===== config.mk =====
export PLATFORM = sky130hd
export DESIGN_NAME = ppc_perm_resolver
export DESIGN_NICKNAME = d
export VERILOG_FILES = /design/src/rtl/ppc_res_pkg.sv /design/src/rtl/ppc_ctl_slice.sv /design/src/rtl/ppc_irq_hub.sv /design/src/rtl/ppc_resp_cfg.sv /design/src/rtl/ppc_perm_resolver.sv
export SDC_FILE = /design/constraint.sdc
export NUM_CORES = 1
export LEC_CHECK = 0
export ABC_CLOCK_PERIOD_IN_PS = 1400
export BUFFER_PORTS_ARGS = -buffer_cell sky130_fd_sc_hd__buf_2
export CAP_MARGIN = 25
export CELL_PAD_IN_SITES_DETAIL_PLACEMENT = 1
export CELL_PAD_IN_SITES_GLOBAL_PLACEMENT = 2
export CORE_MARGIN = 2
export CORE_UTILIZATION = 41
export DETAILED_ROUTE_END_ITERATION = 8
export PLACE_DENSITY = 0.86
export SLEW_MARGIN = 20
export SYNTH_ARGS = -nofsm -noshare
export SYNTH_HDL_FRONTEND = slang
export SYNTH_SLANG_ARGS = --single-unit

===== constraint.sdc =====
create_clock -name clk -period 1.4 [get_ports clk]
set_input_delay 0.07 -clock clk [delete_from_list [all_inputs] [get_ports clk]]
set_output_delay 0.07 -clock clk [all_outputs]
set_load 0.005 [all_outputs]

===== src/rtl/ppc_res_pkg.sv =====
package ppc_res_pkg;

  localparam int MAX_PORTS = 16;

  typedef enum logic [1:0] {
    PW_NONSEC = 2'd0,
    PW_SPRIV  = 2'd1,
    PW_NSPRIV = 2'd2,
    PW_NONE   = 2'd3
  } perm_sel_e;

  // number of ports served by controller c
  function automatic int ctl_port_count(input int c, input int p0, input int p1,
                                        input int pexp);
    if (c == 0) return p0;
    if (c == 1) return p1;
    return pexp;
  endfunction

  // status / enable / clear bit position of controller c
  function automatic int ctl_irq_pos(input int c, input int n_apbx,
                                     input int apbx_base, input int ahbx_base);
    if (c < 2) return c;
    if (c < 2 + n_apbx) return apbx_base + (c - 2);
    return ahbx_base + (c - 2 - n_apbx);
  endfunction

  function automatic logic [MAX_PORTS-1:0] port_mask(input int n);
    logic [MAX_PORTS-1:0] m;
    m = '0;
    for (int i = 0; i < MAX_PORTS; i++)
      if (i < n) m[i] = 1'b1;
    return m;
  endfunction

  // per-port privilege select
  function automatic logic [MAX_PORTS-1:0] resolve_ap(input logic [MAX_PORTS-1:0] ns,
                                                      input logic [MAX_PORTS-1:0] sp,
                                                      input logic [MAX_PORTS-1:0] nsp);
    return (ns & nsp) | (~ns & sp);
  endfunction

endpackage


===== src/rtl/ppc_ctl_slice.sv =====
module ppc_ctl_slice
  import ppc_res_pkg::*;
#(
  parameter int NPORTS = 16,
  parameter int IDX    = 0,
  parameter int IDX_W  = 4
) (
  input  logic                 clk,
  input  logic                 rst_n,
  input  logic                 wr_en,
  input  logic [1:0]           wr_sel,
  input  logic [IDX_W-1:0]     wr_idx,
  input  logic [MAX_PORTS-1:0] wr_data,
  output logic [MAX_PORTS-1:0] nonsec,
  output logic [MAX_PORTS-1:0] ap
);

  localparam logic [MAX_PORTS-1:0] MASK = port_mask(NPORTS);

  logic [MAX_PORTS-1:0] ns_q, sp_q, nsp_q;
  perm_sel_e            sel;
  logic                 hit;

  assign sel = perm_sel_e'(wr_sel);
  assign hit = wr_en && (wr_idx == IDX_W'(IDX));

  always_ff @(posedge clk or negedge rst_n) begin
    if (!rst_n) begin
      ns_q  <= '0;
      sp_q  <= '0;
      nsp_q <= '0;
    end else if (hit) begin
      case (sel)
        PW_NONSEC: ns_q  <= wr_data & MASK;
        PW_SPRIV:  sp_q  <= wr_data & MASK;
        PW_NSPRIV: nsp_q <= wr_data & MASK;
        default:   ;
      endcase
    end
  end

  assign nonsec = ns_q;
  assign ap     = resolve_ap(ns_q, sp_q, nsp_q);

  // non-secure write lands masked on the port flags
  p_ns_masked_r2: assert property (@(posedge clk) disable iff (!rst_n)
    (hit && sel == PW_NONSEC) |=> (nonsec == ($past(wr_data) & MASK)));

  // all ports non-secure, so the permission follows the non-secure privilege word
  p_ap_nsp_r1: assert property (@(posedge clk) disable iff (!rst_n)
    (hit && sel == PW_NSPRIV && nonsec == MASK) |=> (ap == ($past(wr_data) & MASK)));

  // all ports secure, so the permission follows the secure privilege word
  p_ap_sp_r1: assert property (@(posedge clk) disable iff (!rst_n)
    (hit && sel == PW_SPRIV && nonsec == '0) |=> (ap == ($past(wr_data) & MASK)));

  // no write to this slice leaves its outputs alone
  p_idle_stable_r10: assert property (@(posedge clk) disable iff (!rst_n)
    !(hit && sel != PW_NONE) |=> ($stable(nonsec) && $stable(ap)));

endmodule


===== src/rtl/ppc_irq_hub.sv =====
module ppc_irq_hub
  import ppc_res_pkg::*;
#(
  parameter int NCTL      = 10,
  parameter int N_APBX    = 4,
  parameter int APBX_BASE = 4,
  parameter int AHBX_BASE = 20
) (
  input  logic            clk,
  input  logic            rst_n,
  input  logic            inten_wr,
  input  logic            intclr_wr,
  input  logic [31:0]     wr_data,
  input  logic [NCTL-1:0] irq_in,
  output logic [NCTL-1:0] irq_en,
  output logic [NCTL-1:0] irq_clr,
  output logic [31:0]     status_word
);

  logic [NCTL-1:0] stat_vec;

  for (genvar c = 0; c < NCTL; c++) begin : g_ctl
    localparam int POS = ctl_irq_pos(c, N_APBX, APBX_BASE, AHBX_BASE);
    logic en_b, clr_b, st_b;

    always_ff @(posedge clk or negedge rst_n) begin
      if (!rst_n) begin
        en_b  <= 1'b0;
        clr_b <= 1'b0;
        st_b  <= 1'b0;
      end else begin
        st_b  <= irq_in[c];
        clr_b <= intclr_wr & wr_data[POS];
        if (inten_wr) en_b <= wr_data[POS];
      end
    end

    assign irq_en[c]   = en_b;
    assign irq_clr[c]  = clr_b;
    assign stat_vec[c] = st_b;

    // status bit at its fixed position tracks the level one clock late
    p_status_level_r5: assert property (@(posedge clk) disable iff (!rst_n)
      1'b1 |=> (status_word[POS] == $past(irq_in[c])));

    // enable line picks the written bit at its position
    p_enable_pick_r6: assert property (@(posedge clk) disable iff (!rst_n)
      inten_wr |=> (irq_en[c] == $past(wr_data[POS])));

    // clear line pulses on a written 1 at its position
    p_clear_pick_r8: assert property (@(posedge clk) disable iff (!rst_n)
      intclr_wr |=> (irq_clr[c] == $past(wr_data[POS])));
  end

  always_comb begin
    status_word = '0;
    for (int c = 0; c < NCTL; c++)
      status_word[ctl_irq_pos(c, N_APBX, APBX_BASE, AHBX_BASE)] = stat_vec[c];
  end

  // without a clear write no clear line is high in the following cycle
  p_clear_quiet_r8: assert property (@(posedge clk) disable iff (!rst_n)
    !intclr_wr |=> (irq_clr == '0));

endmodule


===== src/rtl/ppc_resp_cfg.sv =====
module ppc_resp_cfg (
  input  logic clk,
  input  logic rst_n,
  input  logic wr_en,
  input  logic wr_bit,
  output logic cfg
);

  always_ff @(posedge clk or negedge rst_n) begin
    if (!rst_n)     cfg <= 1'b0;
    else if (wr_en) cfg <= wr_bit;
  end

  // written value appears and then holds
  p_resp_write_r7: assert property (@(posedge clk) disable iff (!rst_n)
    wr_en |=> (cfg == $past(wr_bit)));
  p_resp_hold_r7: assert property (@(posedge clk) disable iff (!rst_n)
    !wr_en |=> $stable(cfg));

endmodule


===== src/rtl/ppc_perm_resolver.sv =====
module ppc_perm_resolver
  import ppc_res_pkg::*;
#(
  parameter int INT0_PORTS = 13,
  parameter int INT1_PORTS = 1,
  parameter int EXP_PORTS  = 16,
  parameter int N_APBX     = 4,
  parameter int N_AHBX     = 4,
  parameter int APBX_BASE  = 4,
  parameter int AHBX_BASE  = 20,
  parameter int IDX_W      = 4
) (
  input  logic                                     clk,
  input  logic                                     rst_n,
  input  logic                                     perm_wr_en,
  input  logic [1:0]                               perm_wr_sel,
  input  logic [IDX_W-1:0]                         perm_wr_idx,
  input  logic [31:0]                              wr_data,
  input  logic                                     inten_wr_en,
  input  logic                                     intclr_wr_en,
  input  logic                                     respcfg_wr_en,
  input  logic [2+N_APBX+N_AHBX-1:0]               ctl_irq_status,
  output logic [(2+N_APBX+N_AHBX)*MAX_PORTS-1:0]   port_nonsec,
  output logic [(2+N_APBX+N_AHBX)*MAX_PORTS-1:0]   port_ap,
  output logic [2+N_APBX+N_AHBX-1:0]               ctl_irq_enable,
  output logic [2+N_APBX+N_AHBX-1:0]               ctl_irq_clear,
  output logic [31:0]                              irq_status_word,
  output logic                                     resp_cfg
);

  localparam int NCTL = 2 + N_APBX + N_AHBX;

  for (genvar c = 0; c < NCTL; c++) begin : g_slice
    localparam int NP = ctl_port_count(c, INT0_PORTS, INT1_PORTS, EXP_PORTS);

    ppc_ctl_slice #(
      .NPORTS (NP),
      .IDX    (c),
      .IDX_W  (IDX_W)
    ) u_slice (
      .clk     (clk),
      .rst_n   (rst_n),
      .wr_en   (perm_wr_en),
      .wr_sel  (perm_wr_sel),
      .wr_idx  (perm_wr_idx),
      .wr_data (wr_data[MAX_PORTS-1:0]),
      .nonsec  (port_nonsec[c*MAX_PORTS +: MAX_PORTS]),
      .ap      (port_ap[c*MAX_PORTS +: MAX_PORTS])
    );
  end

  ppc_irq_hub #(
    .NCTL      (NCTL),
    .N_APBX    (N_APBX),
    .APBX_BASE (APBX_BASE),
    .AHBX_BASE (AHBX_BASE)
  ) u_irq (
    .clk         (clk),
    .rst_n       (rst_n),
    .inten_wr    (inten_wr_en),
    .intclr_wr   (intclr_wr_en),
    .wr_data     (wr_data),
    .irq_in      (ctl_irq_status),
    .irq_en      (ctl_irq_enable),
    .irq_clr     (ctl_irq_clear),
    .status_word (irq_status_word)
  );

  ppc_resp_cfg u_resp (
    .clk    (clk),
    .rst_n  (rst_n),
    .wr_en  (respcfg_wr_en),
    .wr_bit (wr_data[0]),
    .cfg    (resp_cfg)
  );

endmodule


After elaboration in Yosys (flattened, before gate mapping)
Index checks and enable logic that the tools add are counted.
{"block": "totals", "memories": 0, "ff_bits": 457, "mem_bits_rw": 0, "input_bits": 54, "rom_bits": 0, "elab_cells": 164, "output_inout_bits": 373, "latch_bits": 0}
{"block": "op_classes", "bitwise_logic": 50, "n_mux": 0, "div": 0, "shifts": 0, "reduce_logical": 42, "mul": 0, "n_lt_le_gt_ge": 0, "addsub": 0, "eq_ne": 11}
{"operator": "$and A16 B16 Y16", "n": 16}
{"operator": "$or A16 B16 Y16", "n": 10}
{"operator": "$not A16 Y16", "n": 8}
{"operator": "$reduce_and A2 Y1", "n": 30}
{"operator": "$and A16 B1 Y16", "n": 1}
{"operator": "$and A16 B13 Y16", "n": 1}
{"operator": "$eq A4 B3 Y1 const B", "n": 4}
{"operator": "$not A1 Y16", "n": 1}
{"operator": "$not A13 Y16", "n": 1}
{"operator": "$and A13 B13 Y13", "n": 1}
{"operator": "$and A1 B1 Y1", "n": 11}
{"operator": "$logic_and A1 B1 Y1", "n": 10}
{"operator": "$eq A4 B2 Y1 const B", "n": 2}
{"operator": "$eq A4 B4 Y1 const B", "n": 2}
{"operator": "$eq A4 B1 Y1 const B", "n": 1}
{"operator": "$logic_not A4 Y1", "n": 1}
{"operator": "$eq A2 B1 Y1 const B", "n": 1}
{"operator": "$eq A2 B2 Y1 const B", "n": 1}
{"operator": "$logic_not A2 Y1", "n": 1}

Depth between registers and ports, before layout
Gate-level depths: netlist of the first run.
{"block": "logic_depth", "ltp_word": 3, "depth_mapped": 6, "depth_no_buf": 3}

Hierarchy
From an unflattened synthesis of the first run, not the netlist that was laid out.
{"block": "unflattened", "cells_unflattened": 1232, "hier_area_um2": 20193.1}
{"mod": "ppc_ctl_slice at g_slice[4].u_slice ...", "cells_per_inst": 122, "seq_area_each_um2": 1201.2, "area_per_inst_um2": 2075.7, "n_inst": 5}
{"mod": "ppc_ctl_slice at g_slice[2].u_slice", "cells_per_inst": 121, "seq_area_each_um2": 1201.2, "area_per_inst_um2": 2125.8, "n_inst": 1}
{"mod": "ppc_ctl_slice at g_slice[3].u_slice", "cells_per_inst": 122, "seq_area_each_um2": 1201.2, "area_per_inst_um2": 2124.5, "n_inst": 1}
{"mod": "ppc_ctl_slice at g_slice[7].u_slice", "cells_per_inst": 122, "seq_area_each_um2": 1201.2, "area_per_inst_um2": 2078.2, "n_inst": 1}
{"mod": "ppc_ctl_slice at g_slice[0].u_slice", "cells_per_inst": 107, "seq_area_each_um2": 975.9, "area_per_inst_um2": 1682.9, "n_inst": 1}
{"mod": "ppc_irq_hub", "cells_per_inst": 104, "seq_area_each_um2": 750.7, "area_per_inst_um2": 1368.8, "n_inst": 1}
{"mod": "ppc_ctl_slice at g_slice[1].u_slice", "cells_per_inst": 44, "seq_area_each_um2": 75.1, "area_per_inst_um2": 394.1, "n_inst": 1}
{"mod": "ppc_resp_cfg", "cells_per_inst": 2, "seq_area_each_um2": 25.0, "area_per_inst_um2": 40.0, "n_inst": 1}

Worst setup path after synthesis of the first run
Ideal clock, no wire load.
{"block": "synth_path", "path_kind": "in2reg", "startpoint": "in perm_wr_sel[1]", "endpoint": "reg g_slice[7].u_slice.nsp_q[10]", "cell_stages": 6, "slack_ns": -0.070, "required_ns": 1.275, "path_buffers": 3, "arrival_ns": 1.346, "setup_time_ns": 0.125, "path_cell_list": "buf_4 > and2b_1 > and4_1 > buf_2 > buf_2 > mux2_2"}
{"block": "synth_via", "elab_chain_cells": 2}
{"element": "start, declared", "line_no": "ppc_perm_resolver.sv:16", "rtl": "input logic [1:0] perm_wr_sel,"}
{"element": "$eq A2 B2 Y1", "line_no": "ppc_ctl_slice.sv:33", "rtl": "case (sel)"}
{"element": "$reduce_and A2 Y1 (no source line)"}
{"element": "end signal, assigned", "line_no": "ppc_ctl_slice.sv:36", "rtl": "PW_NSPRIV: nsp_q <= wr_data & MASK;"}
{"element": "end, declared", "line_no": "ppc_ctl_slice.sv:20", "rtl": "logic [MAX_PORTS-1:0] ns_q, sp_q, nsp_q;"}
Every way passes these cells.
A chain may end at the register's enable or synchronous reset.

Worst setup path after layout of the first run
{"block": "layout_path", "startpoint": "reg g_slice[4].u_slice.ns_q[3]", "endpoint": "out port_ap[67]"}
{"block": "layout_via", "elab_chain_cells": 3, "elab_cells_between_ends": 4, "cone_classes": "bitwise (4)"}
{"element": "start, declared", "line_no": "ppc_ctl_slice.sv:20"}
{"element": "start signal, assigned", "line_no": "ppc_ctl_slice.sv:34", "rtl": "PW_NONSEC: ns_q <= wr_data & MASK;"}
{"element": "$not A16 Y16", "line_no": "ppc_res_pkg.sv:40", "rtl": "return (ns & nsp) | (~ns & sp);"}
{"element": "$and A16 B16 Y16", "line_no": "ppc_res_pkg.sv:40"}
{"element": "$or A16 B16 Y16 (*)", "line_no": "ppc_res_pkg.sv:40"}
{"element": "end, declared", "line_no": "ppc_perm_resolver.sv:24", "rtl": "output logic [(2+N_APBX+N_AHBX)*MAX_PORTS-1:0] port_ap,"}
Mark *: on every way between the ends. The rest lies on a longest branch, timed or not.

==> tab_implementation.tex, run 1 <==
\begin{tabular}{lr}
\hline
Metric & Value \\
\hline
\multicolumn{2}{l}{\textbf{GRT}} \\
Global-route congestion overflow total & 0 \\
Total global routing track utilization & 22.8\% \\
Number of antenna violations at the first check in global routing & 1 \\
Via count of the first global-routing pass & 14,038 \\
Maximum number of pins on one net before global-route repair & between 80 and 90 \\
Global-route wire length before repair & 86,200 um \\
\multicolumn{2}{l}{\textbf{Routing}} \\
Mean routed wirelength per cell & 23.9 um \\
First-iteration detailed-routing DRC count & about 500 \\
Via Count & 12,494 \\
Via count normalized by instance count & about 5.1 \\
Detailed-route wire length & 59,000 um \\
Count of nets left with antenna violations after detail routing & 0 \\
1st-pass router iterations & 6 \\
Post-detailed-route DRC marker count & 52 \\
\multicolumn{2}{l}{\textbf{Critical path}} \\
Arrival time at the worst endpoint & 1.46 ns \\
Worst reg2reg path depth & 3 \\
CP Capture Point & port\_ap[67] \\
Maximum fanout count along the critical path & 2 \\
FF-to-FF setup slack & 0.32 ns \\
Worst Path Class, Setup & reg2out \\
Startpoint type of the worst setup path & register \\
Critical path startpoint & g\_slice[4].u\_slice.nonsec[3] \\
Endpoint of the worst register-to-register path & g\_slice[3].u\_slice.nonsec[4] \\
CP required & between 1 and 1.5 ns \\
Reg-to-reg startpoint & g\_slice[3].u\_slice.nonsec[4] \\
Setup crit end kind & primary output \\
\multicolumn{2}{l}{\textbf{Placement}} \\
Half-perimeter wire length after placement & 35,800 um \\
Weighted congestion reported at the end of routability-driven placement & about 0.77 \\
Buffers on Ports & 356 \\
\multicolumn{2}{l}{\textbf{Synth}} \\
Synth Cell Area & 19,400 sq um \\
Area fraction in and, or, nand and nor cells after synthesis & 2.32\% \\
Number of register bits inferred by synthesis & 457 \\
Fraction of synthesized area in multiplexers & 33.5\% \\
Top cells by instance count after synthesis & mux2\_2, dfrtp\_1, buf\_4 \\
Syn\_area\_per\_cell & around 15 sq um \\
Fraction of the yosys area taken by sequential cells & 58.8\% \\
Count of mapped cells out of synthesis & 1,256 \\
Primary FF master, synth & dfrtp\_1 \\
Leading cell types by total area after synthesis & dfrtp\_1, mux2\_2, buf\_4 \\
Fraction of the mapped netlist area in compound gates & 0\% \\
Library cell with the highest instance count after synthesis & mux2\_2 \\
Yosys cell types & 25 \\
Async set-or-reset flop fraction in the synthesized netlist & 100\% \\
Adder-cell share of the synthesized area & 0\% \\
Library cell with the largest summed area after synthesis & dfrtp\_1 \\
Dominant combinational cell family by area after synthesis & multiplexers \\
Number of flops mapped to enable cells by yosys & 0 \\
Xor and xnor area share after synthesis & 0\% \\
Fraction of post-synthesis cell area in the top cell type by area & 58.8\% \\
Synth warnings & 0 \\
\multicolumn{2}{l}{\textbf{Power and ir drop}} \\
Leakage & 14.0 nW \\
Areal power density over the cells & 1390 nW/um\^{}2 \\
Power Total & 37.2 mW \\
Largest voltage drop on the vdd net & between 1 and 1.5 mV \\
\multicolumn{2}{l}{\textbf{Cells and area}} \\
Filler Cells Inserted & roughly 4,500 \\
Core utilization of the finished layout & 57.6\% \\
Synth-to-layout area growth & 38.2\% \\
Fraction of layout instances using a drive strength above 1 & 67.9\% \\
Final layout net count & 1,877 \\
\multicolumn{2}{l}{\textbf{STA}} \\
Worst-margin pin slew & 0.794 ns \\
Final Hold Fails & 0 \\
Portion of the clock cycle consumed by the worst path in the final layout & 109\% \\
Finish-stage setup viols & 181 \\
Min Clock Period, post-route & 1.53 ns \\
Final setup slack of the worst path & -0.133 ns \\
Fmax & between 600 and 700 MHz \\
Final slew viol count & 0 \\
Maximum clock skew at final layout & 0 ns \\
Unrepaired setup endpoints after global routing & true \\
Relative slew slack & 47.1\% \\
\multicolumn{2}{l}{\textbf{Die}} \\
Overall die area & 49,200 sq um \\
I/O Pins & 427 \\
Core region area & 46,700 sq um \\
Die height & 222 um \\
Starting Density & 41.7\% \\
Number of cell rows & 79 \\
Width of the die & 222 um \\
\multicolumn{2}{l}{\textbf{CTS}} \\
CTS H-tree lvls & 2 \\
Clock tree from TritonCTS & done \\
Inserted Clock Buffers & 49 \\
Clock Sink Count & between 400 and 500 \\
Clock edge transition at the registers on the reported setup and hold paths & approximately 0.060 ns \\
Buffer cell driving the clock tree root & clkbuf\_16 \\
Max Root-Sink Buffers & 3 \\
Worst-Skew Late Latency & 0.57 ns \\
\multicolumn{2}{l}{\textbf{Run status}} \\
Outcome & finished, violations left \\
Violated checks & design-rule violations, negative setup slack \\
\multicolumn{2}{l}{\textbf{Hold path}} \\
Path category of the worst min-delay check & in2reg \\
\multicolumn{2}{l}{\textbf{Run}} \\
Count of maximum capacitance violations & 0 \\
\hline
\end{tabular}
per-stage QoR:
stage	area, sq um	setup slack, ns	hold slack [ns]	cells	TNS, ns
after floorplan	19700	0.0107	-0.226	1313	0
after global placement	22000	-0.0975	-0.000143	2165	-8.64
after detailed placement	22000	-0.253	-0.00115	2165	-30.92
after CTS	25800	-0.152	0.00548	2408	-14.57
after global routing	26900	-0.171	0.0420	2468	-19.81
final	26900	-0.133	0.0423	2469	-11.78
registers in the layout, indices dropped and copies added, names as in the netlist:
register / cells
u_resp.cfg: 1
u_irq.g_ctl.clr_b: 10
g_slice.u_slice.sp_q: 142
g_slice.u_slice.nsp_q: 142
u_irq.g_ctl.en_b: 10
u_irq.g_ctl.st_b: 10
g_slice.u_slice.nonsec: 142
power breakdown:
group          internal, mW  switching (mW)
Clock                  7.67            5.48
Combinational          5.08            2.95
Sequential             14.9            1.14
worst min path at each step:
stage,endpoint,startpoint,cells after the start,slack [ns]
after CTS,g_slice[4].u_slice.nsp_q[4],wr_data[4],2,0.005
after global routing,g_slice[3].u_slice.nonsec[1],wr_data[1],2,0.04
after global placement,u_irq.g_ctl[6].en_b,rst_n,1,-0.0001
after detailed placement,u_irq.g_ctl[6].en_b,rst_n,1,-0.001
final,g_slice[4].u_slice.nsp_q[4],wr_data[4],2,0.04
after floorplan,g_slice[0].u_slice.nonsec[0],rst_n,0,-0.23
placed cells by master (no fill, tap or decap), drive strengths merged:
master          n
and3b           2
clkbuf         77
nand4b          2
nor2            1
bufinv          2
and4            4
and2b           1
conb           58
dlymetal6s4s    1
and4bb          3
nor2b           1
nor3b           1
clkinv          5
mux2          579
and2           10
dfrtp         457
nand2          22
nor4b           4
buf           600
clkinvlp        2
inv             2
nand4           2
dlygate4sd3    23
diode           2
nor4            1
critical path, stage by stage (launching register included):
cell and delay (ns):
dfrtp_1 0.40, mux2_2 0.36, buf_2 0.13
routing by layer:
layer  GRT usage, %  share of wire (%)  vias up
met5              0                  0        -
li1               -                  -     5430
met1           26.8                 39     6636
met2           40.7                 53      328
met4           8.22                2.8        0
met3           5.34                5.4      100
what timing repair did:
item	CTS	global route
gates resized for setup	207	123
hold buffers	24	0
setup buffers	131	59
endpoints found under the hold margin	488	0
endpoints found under the setup margin	142	158
cell families after synthesis:
family                 count (synthesis)
multiplexers                         579
flip-flops                           457
buffers and inverters                165
AND/OR/NAND/NOR                       54
other                                  1
area by class of cell:
type	instances	area [sq um]	area share (%)
clock buffers	77	1490	5.55
diodes	2	5.00	0.0186
multi-input cells	691	7700	28.7
flip-flops and latches	457	11400	42.6
repair buffers	624	5360	20.0
well taps	607	759	2.83
clock inverters	11	120	0.447
(Power assumes the default switching activity.)
==> run 2: changes to the inputs <==
Settings changed: CORE_UTILIZATION 41 to 43, CTS_BUF_LIST set to sky130_fd_sc_hd__clkbuf_8, PLACE_DENSITY 0.86 to 0.88, SYNTH_HIERARCHICAL set to 1.
==> run 2 against run 1 <==
Via count up 6.1%. Sequential share of layout area is 2.9 points lower. Critical path type unchanged. The run ends with negative setup slack left. Sequential power is essentially flat.
==> tab_implementation.tex, run 2 <==
\begin{tabular}{lr}
\hline
Metric & Value \\
\hline
\multicolumn{2}{l}{\textbf{CTS}} \\
Clock Sink Count & 457 \\
Inserted Clock Buffers & 81 \\
Clock edge transition at the registers on the reported setup and hold paths & about 0.060 ns \\
Buffer cell driving the clock tree root & clkbuf\_8 \\
CTS H-tree lvls & 3 \\
Worst-Skew Late Latency & 0.64 ns \\
Max Root-Sink Buffers & 3 \\
Clock tree from TritonCTS & done \\
\multicolumn{2}{l}{\textbf{Hold path}} \\
Path category of the worst min-delay check & in2reg \\
Min-delay src & perm\_wr\_sel[1] \\
\multicolumn{2}{l}{\textbf{Cells and area}} \\
Final layout net count & 1,923 \\
Commonest cells after routing, fill and taps aside & dfrtp\_1, buf\_6, mux2\_4 \\
Fraction of layout instances using a drive strength above 1 & 68.0\% \\
Final instance area & about 29,000 sq um \\
Commonest non-fill, non-tap cell in the layout & dfrtp\_1 \\
Number of non-filler instances in the completed layout & between 2,000 and 3,000 \\
Synth-to-layout area growth & 43.0\% \\
\multicolumn{2}{l}{\textbf{Synth}} \\
Syn\_area\_per\_cell & roughly 16 sq um \\
Number of register bits inferred by synthesis & 457 \\
Top cells by instance count after synthesis & mux2\_2, dfrtp\_1, mux2\_4 \\
Library cell with the highest instance count after synthesis & mux2\_2 \\
Count of mapped cells out of synthesis & 1,232 \\
Primary FF master, synth & dfrtp\_1 \\
Yosys cell types & 32 \\
Number of flops mapped to enable cells by yosys & 0 \\
Fraction of the yosys area taken by sequential cells & around 57\% \\
Library cell with the largest summed area after synthesis & dfrtp\_1 \\
Fraction of post-synthesis cell area in the top cell type by area & 56.6\% \\
Synth warnings & 6 \\
Leading cell types by total area after synthesis & dfrtp\_1, mux2\_2, mux2\_4 \\
Async set-or-reset flop fraction in the synthesized netlist & 100\% \\
Synth Cell Area & 20,200 sq um \\
\multicolumn{2}{l}{\textbf{Critical path}} \\
Arrival time at the worst endpoint & 1.56 ns \\
Reg-to-reg startpoint & g\_slice[6].u\_slice/nonsec[12] \\
Worst Path Class, Setup & reg2out \\
Startpoint type of the worst setup path & register \\
Setup crit end kind & primary output \\
Critical path startpoint & g\_slice[8].u\_slice/nonsec[9] \\
CP required & 1.33 ns \\
Maximum fanout count along the critical path & 2 \\
\multicolumn{2}{l}{\textbf{GRT}} \\
Total global routing track utilization & 26.6\% \\
Via count of the first global-routing pass & 14,684 \\
Maximum number of pins on one net before global-route repair & 90 \\
Global-route wire length before repair & roughly 96,000 um \\
Global-route congestion overflow total & 0 \\
Number of antenna violations at the first check in global routing & 7 \\
\multicolumn{2}{l}{\textbf{Placement}} \\
Half-perimeter wire length after placement & 36,000 um \\
Weighted congestion reported at the end of routability-driven placement & around 0.76 \\
Post-placement cell area & 23,200 sq um \\
Placement Setup Slack & -0.493 ns \\
Number of placed cells counting well taps & 2,195 \\
Buffers on Ports & between 300 and 400 \\
\multicolumn{2}{l}{\textbf{Die}} \\
Core region area & 46,500 sq um \\
Number of cell rows & 79 \\
I/O Pins & 427 \\
Starting Density & 43.5\% \\
Overall die area & $\sim$50,000 sq um \\
Width of the die & 221 um \\
Die height & between 200 and 250 um \\
\multicolumn{2}{l}{\textbf{Routing}} \\
Via Count & 13,256 \\
First-iteration detailed-routing DRC count & 628 \\
Detailed-route wire length & 70,200 um \\
Count of nets left with antenna violations after detail routing & 0 \\
Post-detailed-route DRC marker count & 0 \\
Mean routed wirelength per cell & 27.7 um \\
1st-pass router iterations & 5 \\
Via count normalized by instance count & 5.24 \\
\multicolumn{2}{l}{\textbf{STA}} \\
Finish-stage setup viols & 176 \\
Relative slew slack & 37.1\% \\
Final Hold Fails & 0 \\
Min Clock Period, post-route & 1.63 ns \\
Fmax & 614 MHz \\
Portion of the clock cycle consumed by the worst path in the final layout & 116\% \\
Maximum clock skew at final layout & 0 ns \\
Final slew viol count & 0 \\
Final setup slack of the worst path & -0.229 ns \\
Worst-margin pin slew & 0.943 ns \\
Worst Hold Slack & 0.0256 ns \\
Unrepaired setup endpoints after global routing & true \\
\multicolumn{2}{l}{\textbf{Power and ir drop}} \\
Leakage & 14.9 nW \\
Areal power density over the cells & 1330 nW/um\^{}2 \\
Largest voltage drop on the vdd net & 1.00 mV \\
\multicolumn{2}{l}{\textbf{Run}} \\
Count of maximum capacitance violations & 0 \\
\multicolumn{2}{l}{\textbf{Run status}} \\
Outcome & finished, violations left \\
Violated checks & negative setup slack \\
\hline
\end{tabular}
run 2: cell types whose count changed in the layout (fill, tap and decap cells not counted), sizes merged, moves of 4 or more:
cell / before / now
nor4: 1 / 6
clkbuf: 77 / 100
and4: 4 / 0
nand4b: 2 / 8
or4: 0 / 6
nand2: 22 / 6
inv: 2 / 38
clkinv: 5 / 0
nand3: 0 / 4
run 2: final cells by class:
| class | count | area [sq um] |
|---|---|---|
| clock inverter | 35 | 165 |
| inverter | 6 | 22.5 |
| fill | 4264 | 17600 |
| antenna | 4 | 10.0 |
| timing repair buffer | 622 | 6320 |
| sequential | 457 | 11400 |
| tap | 607 | 759 |
| multi-input combinational | 701 | 8780 |
| clock buffer | 100 | 1380 |
run 2: layer usage:
layer / up-vias / part of all wire, % / track usage [%]
met5: - / 0.071 / 0
met2: 481 / 51 / 46.0
met1: 7070 / 40 / 31.9
li1: 5533 / - / -
met3: 164 / 4.9 / 6.09
met4: 8 / 4.2 / 11.1
run 2: power breakdown:
group | internal, mW | leakage, nW | switching, mW
combinational | 6.17 | 7.95 | 3.48
clock | 6.54 | 0.904 | 5.80
sequential | 14.9 | 6.03 | 1.39
total | 27.6 | 14.9 | 10.7
run 2: worst paths after layout:
path	cells after the start	to	slack (ns)
max in group asynchronous	3	g_slice[5].u_slice/nonsec[11]	-0.03
min in group asynchronous	3	g_slice[4].u_slice/sp_q[13]	0.09
setup / recovery	2	port_ap[137]	-0.23
setup reg to reg	4	g_slice[6].u_slice/nonsec[12]	0.23
hold reg to reg	1	g_slice[0].u_slice/nsp_q[7]	0.51
hold / removal	5	g_slice[1].u_slice/nonsec[0]	0.03
run 2: cell families after synthesis:
kind of cell,Yosys count,share of synthesized area (%)
mux,579,34.4
flops,457,56.6
buf+inv,129,5.19
simple gates,64,3.77
other cells,3,0.0558
run 2: timing repair:
item	in CTS	in global routing
resized for setup	347	214
setup buffers	131	114
hold buffers	25	2
pin swaps	0	2
setup endpoints to repair	142	290
hold endpoints to repair	491	16
run 2: per-stage QoR:
stage	util [%]	power, mW	setup TNS, ns
after floorplan	-	19.2	-35.05
after global placement	49.9	21.7	-93.73
after detailed placement	49.9	22.1	-107.25
after CTS	59.6	36.7	-32.70
after global routing	62.1	39.8	-36.31
final	62.1	38.3	-25.59
run 2: critical path, stage by stage, from the launching register on:
cell and delay [ns]:
dfrtp_1 0.43, mux2_4 0.35, buf_6 0.12
==> run 3: changes to the inputs <==
Settings changed: CELL_PAD_IN_SITES_DETAIL_PLACEMENT 1 to unset, CELL_PAD_IN_SITES_GLOBAL_PLACEMENT 2 to unset, CORE_UTILIZATION 43 to 51, PLACE_DENSITY 0.88 to 0.76, SLEW_MARGIN 20 to unset.
==> run 3 against run 2 <==
Critical endpoint is now port_ap[93]. Combinational power down 7.3%. Critical path type unchanged. The run still ends with negative setup slack left. Utilization rose by 11 points. Wire length down 18%. Register-to-register slack lost 0.14 ns. Setup slack improved by 0.046 ns. Sequential power barely moved. Worst hold slack improved by 0.041 ns. Sequential share of layout area increased by 0.73 points. Highest routed layer unchanged.
==> tab_implementation.tex, run 3 (synthesis gave the netlist of run 2 again) <==
\begin{tabular}{lr}
\hline
Metric & Value \\
\hline
\multicolumn{2}{l}{\textbf{Run status}} \\
Outcome & finished, violations left \\
Violated checks & negative setup slack \\
\multicolumn{2}{l}{\textbf{Critical path}} \\
Setup crit end kind & primary output \\
Startpoint type of the worst setup path & register \\
Arrival time at the worst endpoint & 1.51 ns \\
Maximum fanout count along the critical path & 2 \\
CP required & roughly 1.3 ns \\
List of cells traversed by the critical path & mux2\_4, buf\_6 \\
Longest individual stage delay on the worst path & 0.43 ns \\
Worst Path Class, Setup & reg2out \\
Highest-delay cell along the critical path & dfrtp\_1 \\
\multicolumn{2}{l}{\textbf{STA}} \\
Min Clock Period, post-route & 1.58 ns \\
Final Hold Fails & 0 \\
Finish-stage setup viols & 171 \\
Fmax & 632 MHz \\
Final slew viol count & 0 \\
Unrepaired setup endpoints after global routing & true \\
Final setup slack of the worst path & -0.183 ns \\
Maximum clock skew at final layout & 0 ns \\
Final-layout setup total negative slack & -18.59 ns \\
Worst-margin pin slew & 0.853 ns \\
Relative slew slack & 43.2\% \\
Portion of the clock cycle consumed by the worst path in the final layout & 113\% \\
\multicolumn{2}{l}{\textbf{Cells and area}} \\
Synth-to-layout area growth & 40.4\% \\
Fraction of layout instances using a drive strength above 1 & 68.0\% \\
Commonest cells after routing, fill and taps aside & dfrtp\_1, mux2\_4, buf\_6 \\
Number of non-filler instances in the completed layout & 2,444 \\
Commonest non-fill, non-tap cell in the layout & dfrtp\_1 \\
Final layout net count & 1,925 \\
Filler Cells Inserted & 2,337 \\
Final instance area & 28,300 sq um \\
\multicolumn{2}{l}{\textbf{Placement}} \\
Post-placement cell area & 23,200 sq um \\
Number of placed cells counting well taps & 2,119 \\
Half-perimeter wire length after placement & 31,900 um \\
Weighted congestion reported at the end of routability-driven placement & $\sim$0.79 \\
Buffers on Ports & 356 \\
\multicolumn{2}{l}{\textbf{Die}} \\
Core region area & 38,800 sq um \\
Number of cell rows & 72 \\
Overall die area & 41,200 sq um \\
I/O Pins & 427 \\
Width of the die & $\sim$200 um \\
Starting Density & a little over half \\
Die height & 203 um \\
\multicolumn{2}{l}{\textbf{CTS}} \\
Inserted Clock Buffers & between 70 and 80 \\
Worst-Skew Late Latency & a little under 0.6 ns \\
CTS H-tree lvls & 3 \\
Clock Sink Count & 457 \\
Buffer cell driving the clock tree root & clkbuf\_8 \\
Max Root-Sink Buffers & 3 \\
Clock edge transition at the registers on the reported setup and hold paths & 0.06 ns \\
Clock tree from TritonCTS & done \\
\multicolumn{2}{l}{\textbf{Run}} \\
Count of maximum capacitance violations & 0 \\
\multicolumn{2}{l}{\textbf{GRT}} \\
Total global routing track utilization & 26.2\% \\
Global-route wire length before repair & $\sim$82,000 um \\
Maximum number of pins on one net before global-route repair & 76 \\
Global-route congestion overflow total & 0 \\
Number of antenna violations at the first check in global routing & 7 \\
Via count of the first global-routing pass & 13,782 \\
\multicolumn{2}{l}{\textbf{Power and ir drop}} \\
Largest voltage drop on the vdd net & 0.881 mV \\
Leakage & 14.8 nW \\
Areal power density over the cells & 1300 nW/um\^{}2 \\
\multicolumn{2}{l}{\textbf{Routing}} \\
Via Count & 12,909 \\
Mean routed wirelength per cell & 23.5 um \\
First-iteration detailed-routing DRC count & 483 \\
Detailed-route wire length & between 50,000 and 60,000 um \\
Via count normalized by instance count & 5.28 \\
Count of nets left with antenna violations after detail routing & 0 \\
Post-detailed-route DRC marker count & 0 \\
1st-pass router iterations & 4 \\
\multicolumn{2}{l}{\textbf{Hold path}} \\
Path category of the worst min-delay check & in2reg \\
\hline
\end{tabular}
-- run 3: cell types whose count changed in the layout (fill, tap and decap cells not counted), sizes merged --
cell	change
clkinv	+3
clkbuf	-4
inv	-4
buf	+2
diode	-1
dlygate4sd3	+5
-- run 3: power by group --
group / total [mW] / switching, mW / internal, mW
sequential: 16.2 / 1.24 / 14.9
combinational: 8.95 / 3.09 / 5.86
clock: 11.8 / 5.44 / 6.32
-- run 3: worst max-delay path: cells and delay by family, from the launching register on --
kind / cells / cell delay [ns]
buffers and inverters: 1 / 0.13
multiplexers: 1 / 0.34
flip-flops: 1 / 0.43
-- run 3: final timing paths --
kind,startpoint,end,slack [ns],depth (start not counted)
min in group asynchronous,rst_n,g_slice[2].u_slice/nonsec[9],0.46,3
setup / recovery,g_slice[5].u_slice/nonsec[13],port_ap[93],-0.18,2
hold reg to reg,g_slice[7].u_slice/sp_q[3],g_slice[7].u_slice/sp_q[3],0.50,1
hold / removal,perm_wr_idx[2],g_slice[1].u_slice/nonsec[0],0.07,5
max in group asynchronous,rst_n,g_slice[1].u_slice/nsp_q[0],0.12,5
setup reg to reg,u_resp/cfg,u_resp/cfg,0.09,2
-- run 3: metrics by stage --
step | util (%) | total power, mW | setup WS (ns) | hold slack, ns
floorplan | - | 19.2 | -0.267 | -0.226
global placement | 59.8 | 21.7 | -0.407 | -0.0587
detailed placement | 59.8 | 21.9 | -0.446 | -0.0575
CTS | 69.8 | 35.6 | -0.215 | 0.0269
global route | 73.0 | 38.4 | -0.234 | 0.0551
finish | 73.0 | 36.9 | -0.183 | 0.0663
-- run 3: cell type report --
type	instances	area, sq um	area share, %
timing repair buffer	629	5930	20.9
clock buffer	96	1320	4.66
tap	518	648	2.29
multi-input combinational	701	8800	31.1
antenna	3	7.51	0.0265
clock inverter	34	175	0.618
sequential	457	11400	40.4
inverter	6	22.5	0.0795
-- run 3: routing by layer --
metal  part of all wire [%]  track usage, %  vias to the layer above
li1                       -               -                     5564
met1                     41            33.9                     6719
met2                     49            42.5                      487
met3                    6.2            5.99                      131
met4                    3.8            11.5                        8
met5                  0.089               0                        -
-- run 3: timing repair --
item / in CTS / in global routing
hold endpoints to repair: 545 / 17
gates resized for setup: 220 / 212
setup endpoints to repair: 142 / 222
setup buffers: 130 / 51
hold buffers: 29 / 1
gates cloned: 0 / 0
